## src/rtl/temp_irq_pkg.sv

```systemverilog
package temp_irq_pkg;
  localparam int ST_W     = 8;
  localparam int B_RDY    = 7;
  localparam int B_LHI    = 6;
  localparam int B_LLO    = 5;
  localparam int B_RHI    = 4;
  localparam int B_RLO    = 3;
  localparam int B_DIODE  = 2;
  localparam int B_RCRIT  = 1;
  localparam int B_LCRIT  = 0;
  localparam logic [ST_W-1:0] SELF_DISARM = 8'hFC;

  function automatic logic [2:0] qdepth_decode(input logic [1:0] sel);
    case (sel)
      2'd0:    return 3'd1;
      2'd1:    return 3'd2;
      2'd2:    return 3'd4;
      default: return 3'd6;
    endcase
  endfunction
endpackage

```

## src/rtl/temp_fault_queue.sv

```systemverilog
module temp_fault_queue #(
  parameter int CNT_W = 3
) (
  input  logic             clk_i,
  input  logic             rst_ni,
  input  logic             conv_i,
  input  logic             cond_i,
  input  logic [CNT_W-1:0] depth_i,
  output logic             fire_o
);
  logic [CNT_W-1:0] cnt_q;
  logic [CNT_W:0]   cnt_inc;

  assign cnt_inc = {1'b0, cnt_q} + 1'b1;
  assign fire_o  = conv_i && cond_i && (cnt_inc >= {1'b0, depth_i});

  always_ff @(posedge clk_i or negedge rst_ni) begin
    if (!rst_ni)            cnt_q <= '0;
    else if (conv_i) begin
      if (!cond_i)          cnt_q <= '0;
      else if (cnt_q < depth_i) cnt_q <= cnt_inc[CNT_W-1:0];
    end
  end
endmodule

```

## src/rtl/temp_zone_chk.sv

```systemverilog
module temp_zone_chk #(
  parameter int W     = 8,
  parameter int CNT_W = 3
) (
  input  logic             clk_i,
  input  logic             rst_ni,
  input  logic             conv_i,
  input  logic [W-1:0]     temp_i,
  input  logic [W-1:0]     crit_i,
  input  logic [W-1:0]     hi_i,
  input  logic [W-1:0]     lo_i,
  input  logic [CNT_W-1:0] depth_i,
  output logic             crit_o,
  output logic             hi_o,
  output logic             lo_o
);
  logic [1:0] cond;
  logic [1:0] fire;

  assign crit_o  = conv_i && (temp_i > crit_i);
  assign cond[0] = temp_i > hi_i;
  assign cond[1] = temp_i < lo_i;

  for (genvar k = 0; k < 2; k++) begin : g_q
    temp_fault_queue #(.CNT_W(CNT_W)) i_q (
      .clk_i  (clk_i),
      .rst_ni (rst_ni),
      .conv_i (conv_i),
      .cond_i (cond[k]),
      .depth_i(depth_i),
      .fire_o (fire[k])
    );
  end

  assign hi_o = fire[0];
  assign lo_o = fire[1];
endmodule

```

## src/rtl/temp_irq_ctrl.sv

```systemverilog
module temp_irq_ctrl
  import temp_irq_pkg::*;
#(
  parameter int LT_W = 8,
  parameter int RT_W = 12,
  parameter logic [ST_W-1:0] MASK_RST = 8'hFF
) (
  input  logic            clk_i,
  input  logic            rst_ni,
  input  logic            conv_done_i,
  input  logic [LT_W-1:0] local_temp_i,
  input  logic [RT_W-1:0] remote_temp_i,
  input  logic [LT_W-1:0] local_crit_i,
  input  logic [LT_W-1:0] local_hi_i,
  input  logic [LT_W-1:0] local_lo_i,
  input  logic [RT_W-1:0] remote_crit_i,
  input  logic [RT_W-1:0] remote_hi_i,
  input  logic [RT_W-1:0] remote_lo_i,
  input  logic            diode_fault_i,
  input  logic [1:0]      qdepth_i,
  input  logic            mask_wr_i,
  input  logic [ST_W-1:0] mask_i,
  input  logic            irq_en_i,
  input  logic            stat_rd_i,
  output logic [ST_W-1:0] status_o,
  output logic [ST_W-1:0] mask_o,
  output logic            irq_no
);
  localparam int CNT_W = 3;

  logic [CNT_W-1:0] depth;
  logic             l_crit, l_hi, l_lo, r_crit, r_hi, r_lo;
  logic [ST_W-1:0]  ev;
  logic [ST_W-1:0]  status_q, mask_q, pend_q;

  assign depth = qdepth_decode(qdepth_i);

  temp_zone_chk #(.W(LT_W), .CNT_W(CNT_W)) i_local (
    .clk_i(clk_i), .rst_ni(rst_ni), .conv_i(conv_done_i),
    .temp_i(local_temp_i), .crit_i(local_crit_i), .hi_i(local_hi_i), .lo_i(local_lo_i),
    .depth_i(depth), .crit_o(l_crit), .hi_o(l_hi), .lo_o(l_lo)
  );

  temp_zone_chk #(.W(RT_W), .CNT_W(CNT_W)) i_remote (
    .clk_i(clk_i), .rst_ni(rst_ni), .conv_i(conv_done_i),
    .temp_i(remote_temp_i), .crit_i(remote_crit_i), .hi_i(remote_hi_i), .lo_i(remote_lo_i),
    .depth_i(depth), .crit_o(r_crit), .hi_o(r_hi), .lo_o(r_lo)
  );

  always_comb begin
    ev          = '0;
    ev[B_RDY]   = conv_done_i;
    ev[B_LHI]   = l_hi;
    ev[B_LLO]   = l_lo;
    ev[B_RHI]   = r_hi;
    ev[B_RLO]   = r_lo;
    ev[B_DIODE] = conv_done_i && diode_fault_i;
    ev[B_RCRIT] = r_crit;
    ev[B_LCRIT] = l_crit;
  end

  // pend_q latches mask state at event time; cleared with status
  always_ff @(posedge clk_i or negedge rst_ni) begin
    if (!rst_ni) begin
      status_q <= '0;
      pend_q   <= '0;
      mask_q   <= MASK_RST;
    end else begin
      status_q <= (stat_rd_i ? '0 : status_q) | ev;
      pend_q   <= (stat_rd_i ? '0 : pend_q) | (ev & mask_q);
      mask_q   <= (mask_wr_i ? mask_i : mask_q) & ~(ev & SELF_DISARM);
    end
  end

  assign status_o = status_q;
  assign mask_o   = mask_q;
  assign irq_no   = !(irq_en_i && (|pend_q));
endmodule

```

## config.mk

```make
export PLATFORM = sky130hd
export DESIGN_NAME = temp_irq_ctrl
export DESIGN_NICKNAME = d
export VERILOG_FILES = /design/src/rtl/temp_irq_pkg.sv /design/src/rtl/temp_fault_queue.sv /design/src/rtl/temp_zone_chk.sv /design/src/rtl/temp_irq_ctrl.sv
export SDC_FILE = /design/constraint.sdc
export NUM_CORES = 1
export LEC_CHECK = 0
export ABC_AREA = 0
export BUFFER_PORTS_ARGS = -buffer_cell sky130_fd_sc_hd__buf_2
export CORE_MARGIN = 10
export CORE_UTILIZATION = 52
export DETAILED_ROUTE_END_ITERATION = 8
export GPL_ROUTABILITY_DRIVEN = 0
export HOLD_SLACK_MARGIN = 0.05
export PLACE_DENSITY = 0.79
export SLEW_MARGIN = 15
export SYNTH_ARGS = -nofsm -noshare
export SYNTH_HDL_FRONTEND = slang
export SYNTH_SLANG_ARGS = --single-unit
```

## constraint.sdc

```tcl
create_clock -name clk_i -period 2.5 [get_ports clk_i]
set_clock_uncertainty 0.15 [all_clocks]
set_input_delay 0.125 -clock clk_i [delete_from_list [all_inputs] [get_ports clk_i]]
set_output_delay 0.125 -clock clk_i [all_outputs]
set_load 0.05 [all_outputs]
```

==> impl_metrics.csv <==
group,metric,value,unit
status,status,"complete, no violations",
floorplan,initial_core_util,54.7,%
place,dpl_cell_area,4190,um2
route,detail_route.wl_per_cell,16.0,um
timing,slew_violations,0,
global_routing,use_met1,21.0,%
power,finalPower,2.68,mW
synthesis,seq_area_frac_synth,25.8,%
clock_network,cts_tree,"done",
clock_network,clock_latency,300,ps
synthesis,yosys_warnings,0,
clock_network,cts_made_buffers,5,
route,drt-total-wl,9550,um
clock_network,path_clk_slew,80,ps
critical_path,path_class,"reg2reg",
synthesis,syn_area,3530,um2
clock_network,clockRootBuffer,"clkbuf_8",
timing,fmax,0.485,GHz
critical_path,critPathArrivalTime,2110,ps
floorplan,die_x,102,um
global_routing,busiest_layer,"met2",
place,placed_cells,576,
synthesis,avgSynthCellArea,9.10,um2
global_routing,grt_pass1_vias,3388,
timing,period_needed,2060,ps
global_routing,grt_max_degree,37,
synthesis,ys_async_sr_fraction,100,%
power,p_leak,2.61,nW
cells_and_area,nFillCells,525,
route,drc,0,
global_routing,use_met3,5.20,%
synthesis,syn-num-nets,571,
floorplan,dieArea,10500,um2
power,p_per_area,606,nW/um2
floorplan,io_pins,114,
global_routing,grt_overflow,0,
global_routing,grt_usage,17.8,%
clock_network,cts.sinks,36,
route,dr.pass1.iters,4,
timing,tns,0,ps
clock_network,postCtsSetupRepairBufs,0,
route,via_per_inst,5.48,
critical_path,cp-start-kind,"register",
route,drt-initial-drc-count,107,
clock_network,h-tree-depth,2,
synthesis,synth_edf_count,0,
route,dr_total_vias,3274,
critical_path,worstPathRequired,2540,ps
timing,worst_pin_slew,798,ps
floorplan,die_h,102,um
cells_and_area,final_cell_count_no_fill,597,
synthesis,synthCells,388,
cells_and_area,diodes,0,
timing,grt_setup_unrepaired,"false",
place,dp_hpwl,8070,um
place,port_buffers,113,
cells_and_area,postLayoutCoreUtil,68.6,%
critical_path,end_kind,"register",
timing,post-route-period-util,82.5,%
flow_run,maxCapViolCount,0,
hold_path,hold_path_startpoint,"mask_wr_i",
synthesis,synthFlopType,"dfrtp_1",
power,vdd_ir_drop_max,0.540,mV
clock_network,cts_resized,0,
timing,slew-limit-headroom,46.8,%
synthesis,yosysUniqueCellTypes,50,
critical_path,startpoint,"i_remote.g_q[1].i_q.cnt_q[0]",
timing,finalSetupViolCount,0,
clock_network,ctsHoldBuffers,13,
timing,whs,39.8,ps
timing,setup_ws,437,ps
hold_path,hold_path_class,"in2reg",
global_routing,grt_use_met2,31.5,%
floorplan,num_rows,29,
route,ant_nets,0,
place,place_ws,412,ps
cells_and_area,finish.net_count,702,
cells_and_area,synthToLayoutAreaGrowth,25.5,%
global_routing,antenna_found_initial,0,
global_routing,grt_pass1_wl,15300,um
critical_path,path_max_fanout,5,
timing,hold_viol,0,
synthesis,synth-seq-cells,36,
cells_and_area,drive_gt1_share,27.5,%
critical_path,reg2reg_from,"i_remote.g_q[1].i_q.cnt_q[0]",
floorplan,core_area,6460,um2
clock_network,cts_buffer_depth,2,
cells_and_area,final_cell_area,4430,um2
-- flip-flops by register name, summed over array words and instances (netlist names) --
signal                  count
mask_o                      8
pend_q                      8
status_o                    8
i_local.g_q.i_q.cnt_q       6
i_remote.g_q.i_q.cnt_q      6
-- worst max-delay path, cell delays in order (launching register included) --
cell and delay [ps]:
dfrtp_1 440, ha_1 340, ha_1 270, a21boi_0 120, o21ai_0 140, nand2_1 70
and3_1 170, a32o_1 260
-- where the power goes --
| part | total, mW | leakage (nW) | internal (mW) | switching, mW |
|---|---|---|---|---|
| sequential | 0.889 | 0.450 | 0.738 | 0.151 |
| combinational | 1.27 | 2.10 | 0.538 | 0.733 |
| clock | 0.524 | 0.0541 | 0.295 | 0.229 |
-- logic make-up (layout without fill, tap and decap cells) --
group           Yosys count  count (layout)  share of synthesized area (%)
flops                    36              36                           25.8
simple gates             71              71                           10.7
xor+xnor                  4               4                          0.992
buf+inv                  77             209                           8.22
mux                      10              10                           2.98
compound gates          104             104                           20.8
fa+ha+maj                86              86                           30.5
-- placed cells by master (no fill, tap or decap), types with 9 or more instances in the layout --
cell / Yosys / routed
o21ai_0: 17 / 17
a21o_1: 11 / 11
nand4_1: 9 / 9
dlygate4sd3_1: 0 / 13
dfrtp_1: 28 / 28
inv_1: 73 / 73
nor2_1: 10 / 10
a21oi_1: 26 / 26
nand2_1: 24 / 24
buf_2: 1 / 113
ha_1: 86 / 86
a22o_1: 10 / 10
-- worst paths after layout --
| kind | to | cells past startpoint | slack [ps] |
|---|---|---|---|
| min | mask_o[0] | 2 | 40 |
| max | pend_q[3] | 7 | 440 |
| max in group asynchronous | i_local.g_q[1].i_q.cnt_q[2] | 2 | 1390 |
| min reg2reg | status_o[1] | 1 | 340 |
| min in group asynchronous | i_local.g_q[0].i_q.cnt_q[1] | 2 | 310 |
| max reg2reg | pend_q[3] | 7 | 440 |
-- per-layer routing --
| metal | wire, um | share of wire [%] | up-vias |
|---|---|---|---|
| li1 | - | - | 1649 |
| met1 | 4080 | 43 | 1510 |
| met2 | 4750 | 50 | 105 |
| met3 | 669 | 7.0 | 10 |
| met4 | 56 | 0.59 | 0 |
| met5 | 0 | 0 | - |
-- cell type report --
cell class                 instances  area [um2]  share of cell area [%]
clock inverter                     3        42.5                   0.960
tap                               77        96.3                    2.17
clock buffer                       5        68.8                    1.55
timing repair buffer             128         711                    16.0
inverter                          73         274                    6.18
sequential                        36         911                    20.5
multi-input combinational        275        2330                    52.6
-- cells in the mapped netlist, types with 3 or more instances --
master    count  area (um2)
inv_1        73         274
a32o_1        4        40.0
mux2_2        4        45.0
a22o_1       10        87.6
and3_1        4        25.0
ha_1         86        1080
a31oi_1       6        37.5
and4_1        4        35.0
nand4_1       9        56.3
a21o_1       11        82.6
o21ai_0      17        85.1
mux2i_1       6        60.1
a21oi_1      26         130
xor2_1        4        35.0
a21boi_0      4        30.0
dfrtp_1      28         701
nor2_1       10        37.5
dfstp_2       8         210
nand2_1      24        90.1
nor2b_1       8        50.1
a211oi_1      3        22.5
No activity file was read; power rests on OpenSTA's default activity.
